[src/rtl/aes_state_pkg.sv]
package aes_state_pkg;
  typedef enum logic [2:0] {
    M_HOLD  = 3'd0,
    M_LOAD  = 3'd1,
    M_SHIFT = 3'd2,
    M_SROW  = 3'd3,
    M_MIX   = 3'd4
  } st_mode_e;
endpackage

[src/rtl/aes_state_route.sv]
module aes_state_route #(
  parameter int NSHARES = 2,
  parameter int BYTE_W  = 8,
  parameter int ROWS    = 4,
  parameter int COLS    = 4,
  localparam int BW     = BYTE_W * NSHARES,
  localparam int NB     = ROWS * COLS
) (
  input  logic [2:0]              mode,
  input  logic [NB-1:0][BW-1:0]   cur,
  input  logic [NB*BYTE_W-1:0]    pt,
  input  logic [BW-1:0]           sb_in,
  input  logic [ROWS*BW-1:0]      mc_in,
  output logic [NB-1:0][BW-1:0]   nxt
);
  import aes_state_pkg::*;

  for (genvar p = 0; p < NB; p++) begin : g_pos
    localparam int R    = p / COLS;
    localparam int C    = p % COLS;
    localparam int IDX  = R + ROWS * C;
    localparam int SRC  = R * COLS + ((C + R) % COLS);
    logic [BW-1:0] shift_src;
    logic [BW-1:0] mix_src;

    if (p == NB - 1) begin : g_tail
      assign shift_src = sb_in;
    end else begin : g_body
      assign shift_src = cur[p+1];
    end

    if (C == COLS - 1) begin : g_mcin
      assign mix_src = mc_in[R*BW +: BW];
    end else begin : g_mcmv
      assign mix_src = cur[p+1];
    end

    always_comb begin
      case (st_mode_e'(mode))
        M_LOAD:  nxt[p] = BW'(pt[IDX*BYTE_W +: BYTE_W]);
        M_SHIFT: nxt[p] = shift_src;
        M_SROW:  nxt[p] = cur[SRC];
        M_MIX:   nxt[p] = mix_src;
        default: nxt[p] = cur[p];
      endcase
    end
  end
endmodule

[src/rtl/aes_state_gate.sv]
module aes_state_gate #(
  parameter int NSHARES = 2,
  parameter int BYTE_W  = 8,
  parameter int ROWS    = 4,
  parameter int COLS    = 4,
  localparam int BW     = BYTE_W * NSHARES,
  localparam int NB     = ROWS * COLS
) (
  input  logic                  clk,
  input  logic                  rst,
  input  logic                  release_ok,
  input  logic [NB-1:0][BW-1:0] cur,
  output logic [NB*BW-1:0]      ct
);
  always_ff @(posedge clk) begin
    if (rst || !release_ok) begin
      ct <= '0;
    end else begin
      for (int p = 0; p < NB; p++) begin
        ct[((p / COLS) + ROWS * (p % COLS))*BW +: BW] <= cur[p];
      end
    end
  end
endmodule

[src/rtl/aes_share_state.sv]
module aes_share_state #(
  parameter int NSHARES = 2,
  parameter int BYTE_W  = 8,
  parameter int ROWS    = 4,
  parameter int COLS    = 4,
  localparam int BW     = BYTE_W * NSHARES,
  localparam int NB     = ROWS * COLS
) (
  input  logic                 clk,
  input  logic                 rst,
  input  logic [2:0]           mode,
  input  logic [NB*BYTE_W-1:0] pt,
  input  logic [BW-1:0]        sb_in,
  input  logic [ROWS*BW-1:0]   mc_col_in,
  input  logic                 release_ok,
  output logic [BW-1:0]        sb_out,
  output logic [ROWS*BW-1:0]   mc_col_out,
  output logic [NB*BW-1:0]     ct_out
);
  logic [NB-1:0][BW-1:0] st;
  logic [NB-1:0][BW-1:0] st_nxt;

  aes_state_route #(
    .NSHARES(NSHARES), .BYTE_W(BYTE_W), .ROWS(ROWS), .COLS(COLS)
  ) u_route (
    .mode  (mode),
    .cur   (st),
    .pt    (pt),
    .sb_in (sb_in),
    .mc_in (mc_col_in),
    .nxt   (st_nxt)
  );

  always_ff @(posedge clk) begin
    if (rst) st <= '0;
    else     st <= st_nxt;
  end

  assign sb_out = st[0];

  for (genvar r = 0; r < ROWS; r++) begin : g_col0
    assign mc_col_out[r*BW +: BW] = st[r*COLS];
  end

  aes_state_gate #(
    .NSHARES(NSHARES), .BYTE_W(BYTE_W), .ROWS(ROWS), .COLS(COLS)
  ) u_gate (
    .clk        (clk),
    .rst        (rst),
    .release_ok (release_ok),
    .cur        (st),
    .ct         (ct_out)
  );
endmodule

[config.mk]
export PLATFORM = sky130hd
export DESIGN_NAME = aes_share_state
export DESIGN_NICKNAME = d
export VERILOG_FILES = /design/src/rtl/aes_state_pkg.sv /design/src/rtl/aes_state_route.sv /design/src/rtl/aes_state_gate.sv /design/src/rtl/aes_share_state.sv
export SDC_FILE = /design/constraint.sdc
export NUM_CORES = 1
export LEC_CHECK = 0
export CAP_MARGIN = 10
export CELL_PAD_IN_SITES_DETAIL_PLACEMENT = 1
export CELL_PAD_IN_SITES_GLOBAL_PLACEMENT = 2
export CORE_AREA = 5 5 279 281
export DETAILED_ROUTE_END_ITERATION = 8
export DIE_AREA = 0 0 284 286
export PLACE_DENSITY = 0.81
export SLEW_MARGIN = 20
export SYNTH_ARGS = -nofsm -noshare
export SYNTH_HDL_FRONTEND = slang
export SYNTH_SLANG_ARGS = --single-unit
[constraint.sdc]
create_clock -name clk -period 1.8 [get_ports clk]
set_input_delay 0.45 -clock clk [delete_from_list [all_inputs] [get_ports clk]]
set_output_delay 0.45 -clock clk [all_outputs]
set_load 0.02 [all_outputs]
==> Word-level counts from Yosys, hierarchy flattened <==
Cells that the tools add are included.
{ "totals": {"input_bits": 214, "elab_cells": 46, "output_inout_bits": 336, "register_bits": 512} }
{ "op_classes": {"eq_ne": 4, "reduce_logical": 9, "muxes": 16} }
{ "op_table": {"columns": ["cell", "n"], "rows": [
  ["$pmux 16 s3", 7],
  ["$pmux 16 s2", 6],
  ["$pmux 16 s4", 3],
  ["$eq 3x2->1 const B", 2],
  ["$reduce_bool 3->1", 2],
  ["$reduce_bool 2->1", 2],
  ["$reduce_bool 4->1", 1],
  ["$eq 3x1->1 const B", 1],
  ["$eq 3x3->1 const B", 1],
  ["$reduce_or 3->1", 1],
  ["$reduce_or 2->1", 1],
  ["$logic_not 1->1", 1],
  ["$logic_or 1x1->1", 1]
]} }

==> Depth between registers and ports, before layout <==
{ "depth": {"ltp_word": 3, "ltp_mapped": 8, "depth_no_buf": 4} }

==> By module <==
From an unflattened synthesis, not the netlist that was laid out.
{ "unflattened": {"hier_cells": 2716, "hier_area_um2": 24777.5} }
{ "by_module_without_submodules": {"columns": ["module", "area_each_um2", "instances", "seq_area_each_um2", "cells_each"], "rows": [
  ["aes_state_route", 9527.9, 1, 0.0, 1528],
  ["aes_state_gate", 7785.0, 1, 5124.9, 568],
  ["aes_share_state", 7464.7, 1, 5124.9, 620]
]} }

==> Least setup slack after synthesis <==
No wires, ideal clock.
{ "synth_timing": {"path_kind": "input to register", "start": "input mode[0]", "end": "register st[248] (netlist name)", "setup_slack_ns": 0.041, "setup_ns": 0.128, "required_ns": 1.672, "n_path_buf": 2, "path_stages": 5, "t_arrival_ns": 1.632, "cell_sequence": "buf_4 -> clkbuf_1 -> mux2_2 -> a222oi_1 -> nor2_1"} }
{ "synth_between": {"elab_chain_cells": 2, "elab_cells_between_ends": 6, "cone_classes": "eq/ne: 4; mux: 1; reduce/logical: 1"} }
{ "synth_rtl": {"columns": ["item", "line_no", "text"], "rows": [
  ["from (decl)", "aes_share_state.sv:11", "input logic [2:0] mode,"],
  ["$eq 3x3->1, or another cell as far along", "aes_state_route.sv:39", "case (st_mode_e'(mode))"],
  ["$pmux 16 s4 or $reduce_bool 4->1 (tied branches)", null, null],
  ["to (signal assigned)", "aes_share_state.sv:36", "else st <= st_nxt;"],
  ["to (decl)", "aes_share_state.sv:20", "logic [NB-1:0][BW-1:0] st;"]
]} }
Parallel ways exist; a longest one is shown, timed or not.
A chain may end at the register's enable or synchronous reset.

==> Worst setup path after layout <==
{ "layout_timing": {"start": "register st (netlist bit mc_col_out[39])", "end": "output mc_col_out[39]"} }
{ "layout_rtl": {"columns": ["item", "line_no", "text"], "rows": [
  ["to (decl)", "aes_share_state.sv:17", "output logic [ROWS*BW-1:0] mc_col_out,"]
]} }
No word-level cell between the ends.

==> results_dict.tcl <==
set metrics [dict create \
    yosysWarnings 0 \
    ir_worst_vdd_mv 0.618 \
    cpPeakStageDelay_ns 0.37 \
    wl_um 78200 \
    worstSetupPathType "flip-flop to output port" \
    crit_fanout 2 \
    path_delay_family "flip-flops" \
    area_growth_pct 46.0 \
    reg2reg_to "st[115]" \
    die_w_um 284 \
    post-route-util_pct 37.5 \
    cp_slowest_cell "dfxtp_1" \
    cts_buffers 56 \
    critPathArrivalTime_ns 1.30 \
    mostFrequentLayoutCell "dfxtp_1" \
    holdCritStartpoint "rst" \
    finalNonFillerCells 3506 \
    drtIter0Drc 998 \
    cts_tree "yes" \
    whs_path_depth 2 \
    setup_viol 0 \
    ys_ff_latch 512 \
    drive_gt1_share_pct 15.2 \
    async_flop_share_pct 0 \
    max_slew.worst_pin.slew_ns 0.972 \
    pwr-share-seq_pct 44.0 \
    clk_path_buf_depth 3 \
    ant_nets 0 \
    fin_nets 2690 \
    worstSetupEndpointType "output port" \
    num_rows 101 \
    root_buffer "clkbuf_16" \
    grt_overflow 0 \
    grt_pass1_wl_um 117000 \
    die-area_um2 81200 \
    dp_cells 3396 \
    drc 0 \
    grt_pass1_vias 18100 \
    hold_buffers 0 \
    clk_pin_slew_ns 0.06 \
    wire_per_inst_um 22.3 \
    setup_tns_ns 0 \
    report.final.slew_viol_count 0 \
    via_per_inst 4.82 \
    cp-start-kind "flip-flop" \
    max-slew-margin-rel_pct 35.1 \
    insertion_delay_ns 0.59 \
    io_buffer_count 549 \
    holdPathEnd "st[63]" \
    switchingPower_mw 7.13 \
    dr_total_vias 16900 \
    combPwrFrac_pct 13.1 \
    dp_hpwl_um 58100 \
    grt_max_degree 96 \
    finClkSkew_ns 0.0154 \
    rsz0062_at_grt "false" \
    core_um2 75200 \
    leakage_nw 12.1 \
    drv_cap 0 \
    io-pin-count 550 \
    drt_pass1_iterations 5 \
    p_sw_share_pct 25.5 \
    synthFlopType "dfxtp_1" \
    place_congestion 0.858 \
    final_cell_mix "502 x dfxtp_1, 256 x and2_1, 251 x dlygate4sd2_1" \
    dpl_worst_slack_ns -0.246 \
    worstPathCellList "dlygate4sd2_1" \
    die_h_um 286 \
    fin_crit_ns 1.75 \
    grt_usage_pct 18.2 \
    synth_cell_types 40 \
    clockPowerShare_pct 42.9 \
    cts_setup_buffers 0 \
    r2r_start "mc_col_out[19]" \
    avgSynthCellArea_um2 9.85 \
    status "complete, no violations" \
    r2r_slack_ns 0.44 \
    start_util_pct 25.7 \
    fmax_mhz 571 \
    synth_edf_count 0 \
    cellPowerDensity_nw_per_um2 993 \
    syn_inst 1960 \
    p_int_mw 20.9 \
    cp_data_required_time_ns 1.35 \
    fin_ws_ns 0.0477 \
    grt_antenna_before_repair 11 \
    n_fill_cell 8385 \
    htree_num_levels 2 \
    rr_worst_depth 5 \
    cp_num_buf_inv 1 \
    syn_nets 2174 \
    clock-sinks 512 \
    syn_area_um2 19300 \
    min_period_over_period_pct 97.4 \
    hold_viol 0 \
    hold_path.class "primary input to flip-flop" \
    ys_seq_area_share_pct 53.1 \
]
power groups by stage:
stage	sequential (mW)	combinational (mW)	clock, mW
2_1_floorplan	12.5	1.79	0
3_3_place_gp	12.5	3.73	0
3_5_place_dp	12.5	3.81	0
4_1_cts	12.3	3.70	12.3
5_1_grt	12.4	3.94	12.7
6_report	12.3	3.67	12.0
logic make-up after synthesis:
kind of cell    share of synthesized area, %
mux                                     6.06
flops                                   53.1
buf+inv                                 7.10
simple gates                            17.7
compound gates                          16.0
xor+xnor                              0.0454
worst max-delay path by stage:
stage          depth (start not counted)        endpoint  slack, ns      startpoint
5_1_grt                                1     ct_out[201]     0.0001  u_gate.ct[201]
2_1_floorplan                          5         st[248]       0.04         mode[0]
3_5_place_dp                           6  mc_col_out[59]      -0.25         mode[2]
6_report                               1  mc_col_out[39]       0.05  mc_col_out[39]
3_3_place_gp                           6  mc_col_out[59]      -0.23         mode[2]
4_1_cts                                1  mc_col_out[23]    0.00001  mc_col_out[23]
timing repair:
| item | CTS | global route |
|---|---|---|
| gates cloned | 0 | 0 |
| endpoints found under the setup margin | 334 | 16 |
| resized for setup | 463 | 14 |
sequential cells by signal, indices dropped and copies added (netlist names):
name        flops
sb_out         16
st            192
u_gate.ct     256
mc_col_out     48
metal layers:
metal	up-vias	part of all wire, %	track usage [%]
met5	-	0.018	0
met4	4	2.7	5.29
met3	119	5.6	3.88
met2	539	49	32.0
met1	8361	43	22.6
li1	7870	-	-
cell usage after synthesis, drive strengths merged, types with 25 or more instances:
cell type	instances	area, um^2
dfxtp	512	10200
and2	256	1600
nor2	189	719
buf	145	962
clkbuf	107	402
nor3	80	405
o22ai	80	500
a21oi	75	379
a211oi	73	548
mux2i	72	721
nand2b	70	438
o21ai	50	262
a221oi	48	420
mux2	40	450
nand2	25	93.8
final cells by class:
cell class | instances | area (um^2) | area share [%]
sequential | 512 | 10300 | 36.4
timing repair buffer | 710 | 7010 | 24.9
tap | 978 | 1220 | 4.34
clock inverter | 20 | 288 | 1.02
clock buffer | 83 | 1630 | 5.80
multi-input combinational | 1194 | 7740 | 27.5
inverter | 2 | 7.51 | 0.0266
antenna | 7 | 17.5 | 0.0621
stage by stage:
step / area [um^2] / hold WS (ns) / power (mW)
floorplan: 19300 / 0.440 / 14.3
global placement: 26500 / 0.451 / 16.3
detailed placement: 26500 / 0.460 / 16.4
CTS: 28200 / 0.175 / 28.3
global route: 28200 / 0.220 / 29.0
finish: 28200 / 0.208 / 28.0
No activity file was read; power rests on OpenSTA's default activity.
